--- src/rtl/tmr_pkg.sv ---
package tmr_pkg;
  localparam int REG_AW = 3;

  localparam logic [REG_AW-1:0] A_CTRL  = 3'd0;
  localparam logic [REG_AW-1:0] A_VAL_A = 3'd1;
  localparam logic [REG_AW-1:0] A_VAL_B = 3'd2;
  localparam logic [REG_AW-1:0] A_MOD   = 3'd3;
  localparam logic [REG_AW-1:0] A_CNT   = 3'd4;

  localparam int FLAG_BIT = 7;
  localparam int CTRL_W   = 8;

  typedef enum logic [1:0] {
    ACT_NONE   = 2'b00,
    ACT_TOGGLE = 2'b01,
    ACT_CLEAR  = 2'b10,
    ACT_SET    = 2'b11
  } pin_act_e;

  // control bits 6..0; bit 7 (flag) is held separately
  typedef struct packed {
    logic irq_en;
    logic buf_mode;
    logic cmp_mode;
    logic lvl_hi;
    logic lvl_lo;
    logic ovf_tog;
    logic full_duty;
  } cfg_t;
endpackage

--- src/rtl/tmr_count.sv ---
module tmr_count #(
  parameter int              W        = 16,
  parameter logic [W-1:0]    MOD_INIT = '1
) (
  input  logic         clk,
  input  logic         rst,
  input  logic         mod_wr,
  input  logic [W-1:0] mod_wdata,
  output logic [W-1:0] cnt,
  output logic [W-1:0] modulo,
  output logic         ovf
);
  localparam logic [W-1:0] ONE = W'(1);

  assign ovf = (cnt == modulo);

  always_ff @(posedge clk) begin
    if (rst) begin
      cnt    <= '0;
      modulo <= MOD_INIT;
    end else if (mod_wr) begin
      modulo <= mod_wdata;
      cnt    <= '0;
    end else begin
      cnt <= ovf ? '0 : cnt + ONE;
    end
  end
endmodule

--- src/rtl/tmr_edge_sync.sv ---
module tmr_edge_sync #(
  parameter int STAGES = 2
) (
  input  logic clk,
  input  logic rst,
  input  logic pin,
  output logic rise,
  output logic fall
);
  logic [STAGES-1:0] sync_q;
  logic              last_q;

  always_ff @(posedge clk) begin
    if (rst) begin
      sync_q <= '0;
      last_q <= 1'b0;
    end else begin
      sync_q <= {sync_q[STAGES-2:0], pin};
      last_q <= sync_q[STAGES-1];
    end
  end

  assign rise = sync_q[STAGES-1] & ~last_q;
  assign fall = ~sync_q[STAGES-1] & last_q;
endmodule

--- src/rtl/tmr_pin_drive.sv ---
module tmr_pin_drive
  import tmr_pkg::*;
(
  input  logic     clk,
  input  logic     rst,
  input  logic     en,
  input  pin_act_e act,
  input  logic     tog_en,
  input  logic     full,
  input  logic     ovf,
  input  logic     match,
  output logic     pin
);
  logic hold_q;
  logic force_hi;

  assign force_hi = full && (hold_q || ovf);

  always_ff @(posedge clk) begin
    if (rst || !en) begin
      pin    <= 1'b0;
      hold_q <= 1'b0;
    end else begin
      hold_q <= force_hi;
      if (force_hi) begin
        pin <= 1'b1;
      end else if (match && act != ACT_NONE) begin
        case (act)
          ACT_TOGGLE: pin <= ~pin;
          ACT_CLEAR:  pin <= 1'b0;
          default:    pin <= 1'b1;
        endcase
      end else if (ovf && tog_en) begin
        pin <= ~pin;
      end
    end
  end
endmodule

--- src/rtl/tmr_chan.sv ---
module tmr_chan
  import tmr_pkg::*;
#(
  parameter int               CNT_W       = 16,
  parameter int               SYNC_STAGES = 2,
  parameter logic [CNT_W-1:0] MOD_INIT    = '1
) (
  input  logic              clk,
  input  logic              rst,
  input  logic              bus_wr,
  input  logic              bus_rd,
  input  logic [REG_AW-1:0] bus_addr,
  input  logic [CNT_W-1:0]  bus_wdata,
  output logic [CNT_W-1:0]  bus_rdata,
  input  logic              cap_in,
  output logic              cmp_out,
  output logic              irq
);
  localparam int NUM_VAL = 2;

  cfg_t             cfg_q;
  logic             flag_q;
  logic             arm_q;
  logic             sel_q;
  logic [CNT_W-1:0] val_q [NUM_VAL];
  logic [CNT_W-1:0] val_a;
  logic [CNT_W-1:0] act_val;
  logic [CNT_W-1:0] cnt;
  logic [CNT_W-1:0] modulo;
  logic             ovf;
  logic             rise, fall;
  logic             wr_ctrl, rd_ctrl, wr_mod;
  logic             oc_mode, ic_mode;
  logic             cmp_hit, ic_hit, flag_evt;
  logic [CNT_W-1:0] rd_mux;

  assign wr_ctrl = bus_wr && (bus_addr == A_CTRL);
  assign rd_ctrl = bus_rd && (bus_addr == A_CTRL);
  assign wr_mod  = bus_wr && (bus_addr == A_MOD);

  tmr_count #(.W(CNT_W), .MOD_INIT(MOD_INIT)) i_count (
    .clk       (clk),
    .rst       (rst),
    .mod_wr    (wr_mod),
    .mod_wdata (bus_wdata),
    .cnt       (cnt),
    .modulo    (modulo),
    .ovf       (ovf)
  );

  tmr_edge_sync #(.STAGES(SYNC_STAGES)) i_sync (
    .clk  (clk),
    .rst  (rst),
    .pin  (cap_in),
    .rise (rise),
    .fall (fall)
  );

  // mode decode
  assign oc_mode = cfg_q.buf_mode || cfg_q.cmp_mode;
  assign ic_mode = !oc_mode && (cfg_q.lvl_hi || cfg_q.lvl_lo);

  assign act_val  = sel_q ? val_q[1] : val_q[0];
  assign val_a    = val_q[0];
  assign cmp_hit  = oc_mode && (cnt == act_val);
  assign ic_hit   = ic_mode && ((cfg_q.lvl_lo && rise) || (cfg_q.lvl_hi && fall));
  assign flag_evt = cmp_hit || ic_hit;

  tmr_pin_drive i_pin (
    .clk    (clk),
    .rst    (rst),
    .en     (oc_mode),
    .act    (pin_act_e'({cfg_q.lvl_hi, cfg_q.lvl_lo})),
    .tog_en (cfg_q.ovf_tog),
    .full   (cfg_q.full_duty),
    .ovf    (ovf),
    .match  (cmp_hit),
    .pin    (cmp_out)
  );

  // control register and sticky flag
  always_ff @(posedge clk) begin
    if (rst) begin
      cfg_q  <= '0;
      flag_q <= 1'b0;
      arm_q  <= 1'b0;
    end else begin
      if (wr_ctrl) cfg_q <= cfg_t'(bus_wdata[CTRL_W-2:0]);
      if (flag_evt)
        flag_q <= 1'b1;
      else if (wr_ctrl && !bus_wdata[FLAG_BIT] && arm_q)
        flag_q <= 1'b0;
      if (wr_ctrl)
        arm_q <= 1'b0;
      else if (rd_ctrl && flag_q)
        arm_q <= 1'b1;
    end
  end

  // value register pair; entry 0 also takes captures
  for (genvar g = 0; g < NUM_VAL; g++) begin : g_val
    localparam logic [REG_AW-1:0] MY_ADDR = A_VAL_A + REG_AW'(g);
    always_ff @(posedge clk) begin
      if (rst)
        val_q[g] <= '0;
      else if (g == 0 && ic_hit)
        val_q[g] <= cnt;
      else if (bus_wr && bus_addr == MY_ADDR)
        val_q[g] <= bus_wdata;
    end
  end

  // buffered alternation
  always_ff @(posedge clk) begin
    if (rst || !cfg_q.buf_mode)
      sel_q <= 1'b0;
    else if (ovf)
      sel_q <= ~sel_q;
  end

  always_comb begin
    case (bus_addr)
      A_CTRL:  rd_mux = CNT_W'({flag_q, cfg_q});
      A_VAL_A: rd_mux = val_q[0];
      A_VAL_B: rd_mux = val_q[1];
      A_MOD:   rd_mux = modulo;
      A_CNT:   rd_mux = cnt;
      default: rd_mux = '0;
    endcase
  end

  always_ff @(posedge clk) begin
    if (rst)
      bus_rdata <= '0;
    else if (bus_rd)
      bus_rdata <= rd_mux;
  end

  assign irq = flag_q && cfg_q.irq_en;
endmodule

--- config.mk ---
export PLATFORM = sky130hd
export DESIGN_NAME = tmr_chan
export DESIGN_NICKNAME = d
export VERILOG_FILES = /design/src/rtl/tmr_pkg.sv /design/src/rtl/tmr_count.sv /design/src/rtl/tmr_edge_sync.sv /design/src/rtl/tmr_pin_drive.sv /design/src/rtl/tmr_chan.sv
export SDC_FILE = /design/constraint.sdc
export NUM_CORES = 1
export LEC_CHECK = 0
export ABC_AREA = 1
export BUFFER_PORTS_ARGS = -buffer_cell sky130_fd_sc_hd__buf_2
export CORE_ASPECT_RATIO = 1.4
export CORE_UTILIZATION = 60
export DETAILED_ROUTE_END_ITERATION = 8
export PLACE_DENSITY = 0.8
export SETUP_SLACK_MARGIN = 0.2
export SKIP_CTS_REPAIR_TIMING = 1
export SLEW_MARGIN = 30
export SYNTH_ARGS = -nofsm -noshare
export SYNTH_HDL_FRONTEND = slang
export SYNTH_SLANG_ARGS = --single-unit
--- constraint.sdc ---
create_clock -name clk -period 3.5 [get_ports clk]
set_clock_uncertainty 0.15 [all_clocks]
set_input_delay 0 -clock clk [delete_from_list [all_inputs] [get_ports clk]]
set_output_delay 0 -clock clk [all_outputs]
set_load 0.005 [all_outputs]
==> flow_summary.yaml <==
yosys:
  yosysTopAreaCell: "dfxtp_1"
  ys_seq_elements: 95
  synth_top_area_frac: 0.253
  ys.flop_type: "dfxtp_1"
  async_reset_ff_frac: 0
  avgSynthCellArea_um2: 7.62
  synth_area_leaders: "dfxtp_1, edfxtp_1, nand2_1"
  ys_types: 46
  synth-edff-count: 32
  ys_seq_area_frac: 0.446
  ys_warn_count: 0
  syn_inst: 653
  synth_fp_nets: 678
  syn_area_um2: 4980
timing:
  setup_viol: 0
  finalSetupTns_ns: 0
  drv_slew: 0
  max_freq_mhz: 422
  hold_viol: 0
  worstMarginPinSlew_ns: 0.908
  min_period_ns: 2.37
  rsz0062_at_grt: "no"
  fin_crit_sh: 0.676
  slew_headroom: 0.393
finish:
  multi_input_area_um2: 2300
  nets: 737
  final_cell_mix: "nand2_1, inv_1, dfxtp_1"
  diodes: 0
  seq_area_um2: 2220
  nFillCells: 646
  instances_no_fill: 817
  fin_area_um2: 5640
  drive_above_1_share: 0.145
  final_common_cell: "nand2_1"
  area_delta_synth_final_pct: 13.2
setup_path:
  worstSetupPathType: "flip-flop to flip-flop"
  startpoint: "sel_q$_SDFFE_PP0P_"
  crit_path_end_kind: "flip-flop"
  startpoint_type: "flip-flop"
  rrSetupSlack_ns: 1.13
  reg2reg_from: "sel_q$_SDFFE_PP0P_"
  worstPathMaxFanout: 20
  crit_arrival_ns: 2.50
  cp_data_required_time_ns: 3.63
global_route:
  grt_pass1_vias: 4311
  grt_pass1_wl_um: 22100
  antenna_found_initial: 0
  track_usage: 0.351
  grt_overflow: 0
  grt_max_degree: 26
floorplan:
  initial_core_util: 0.631
  num_rows: 38
  die_h_um: 110
  fp.dieW_um: 79.0
  core_um2: 7890
  design.die.area_um2: 8670
  pin_count: 42
place:
  dpl_cell_area_um2: 5220
  buffer_ports.inserted: 41
  place_congestion: 1.02
  dpl.hpwl_um: 10400
  place_inst: 778
routing:
  vias: 4825
  drt-pass1-iter-count: 8
  drc: 0
  wire_per_inst_um: 18.2
  routed_wl_um: 14800
  drt_iter0_markers: 606
  viasPerCell: 5.91
  drtAntennaViolNets: 0
clock_tree:
  cts_max_level: 3
  cts_buffers: 9
  clockBufferDepth: 2
  clk-insertion-delay-late_ns: 0.38
  clk_pin_slew_ns: 0.09
  cts_tree: "done"
  cts-root-buf: "clkbuf_8"
  clock-sinks: 95
pwr:
  leakagePower_nw: 2.48
  ir_worst_vdd_mv: 0.336
  power_density_nw_per_um2: 387
worst_hold_path:
  hold_class: "primary input to flip-flop"
  min_from: "bus_addr[2]"
job:
  cap_violations: 0
run_status:
  outcome: "complete, no violations"
[cells by family after synthesis]
group | Yosys count | synth area share
buf+inv | 107 | 0.0925
flops | 95 | 0.446
xor+xnor | 12 | 0.0211
simple gates | 310 | 0.285
fa+ha+maj | 1 | 0.00251
compound gates | 128 | 0.152
[synth_stat cells, types with 7 or more instances]
library cell  count
nand2_1         166
nand3_1          33
edfxtp_1         32
nor3_1            7
nor2_2            8
clkbuf_1         11
nor2_1           54
a21oi_1          40
o211ai_1          8
xnor2_1           8
inv_1            75
o22ai_1          29
inv_2             7
dfxtp_1          63
nand2_2          14
o21ai_0          32
nand4_1          10
[worst max-delay path, cell delays in order (launching register included)]
cell	delay, ns
dfxtp_1	0.67
buf_4	0.28
inv_6	0.11
nand2_2	0.08
nand2_1	0.05
nand2_1	0.06
nand2_1	0.09
nor2_1	0.13
nand2_1	0.09
nor2_2	0.15
nand2_1	0.07
nor2_1	0.10
nand3_1	0.08
nand3_1	0.08
a21oi_1	0.06
[state kept, by name (all words and copies together) (netlist names)]
name	cells
arm_q	1
i_pin.pin	1
sel_q	1
i_sync.last_q	1
i_sync.sync_q	2
cfg_q	7
flag_q	1
i_pin.hold_q	1
i_count.cnt	16
bus_rdata	16
i_count.modulo	16
val_q	32
[area by class of cell]
class,count,share of cell area
Multi-Input combinational cell,451,0.407
Sequential cell,95,0.394
Timing Repair Buffer,71,0.0866
Inverter,84,0.0573
Clock buffer,12,0.0240
Tap cell,100,0.0222
Clock inverter,4,0.00844
[where the power goes]
part | internal, mW | switching, mW
Combinational | 0.0902 | 0.156
Clock | 0.329 | 0.389
Sequential | 1.18 | 0.0334
[per-stage QoR]
step	hold slack, ns	utilization	setup slack [ns]	total power [mW]
global placement	0.0620	0.662	1.30	1.46
finish	0.0313	0.714	1.13	2.18
detailed placement	0.0732	0.662	1.24	1.46
floorplan	-0.0430	-	1.28	1.38
global route	0.0761	0.714	0.983	2.25
CTS	-0.323	0.685	1.22	2.15
[path summary, 6_finish.rpt]
kind	endpoint	depth (start not counted)
setup / recovery	i_pin.pin$_SDFFE_PP0P_	14
hold / removal	arm_q$_SDFFE_PP0P_	6
setup reg to reg	i_pin.pin$_SDFFE_PP0P_	14
hold reg to reg	i_sync.sync_q[1]$_SDFF_PP0_	2
[routing by layer]
| layer | vias up | part of all wire | global-route usage |
|---|---|---|---|
| met2 | 280 | 0.48 | 0.587 |
| met5 | - | 0 | 0 |
| met1 | 2217 | 0.40 | 0.449 |
| met3 | 34 | 0.091 | 0.0448 |
| met4 | 0 | 0.026 | 0.160 |
| li1 | 2294 | - | - |
Note: power is estimated with default switching activity, not from simulation.
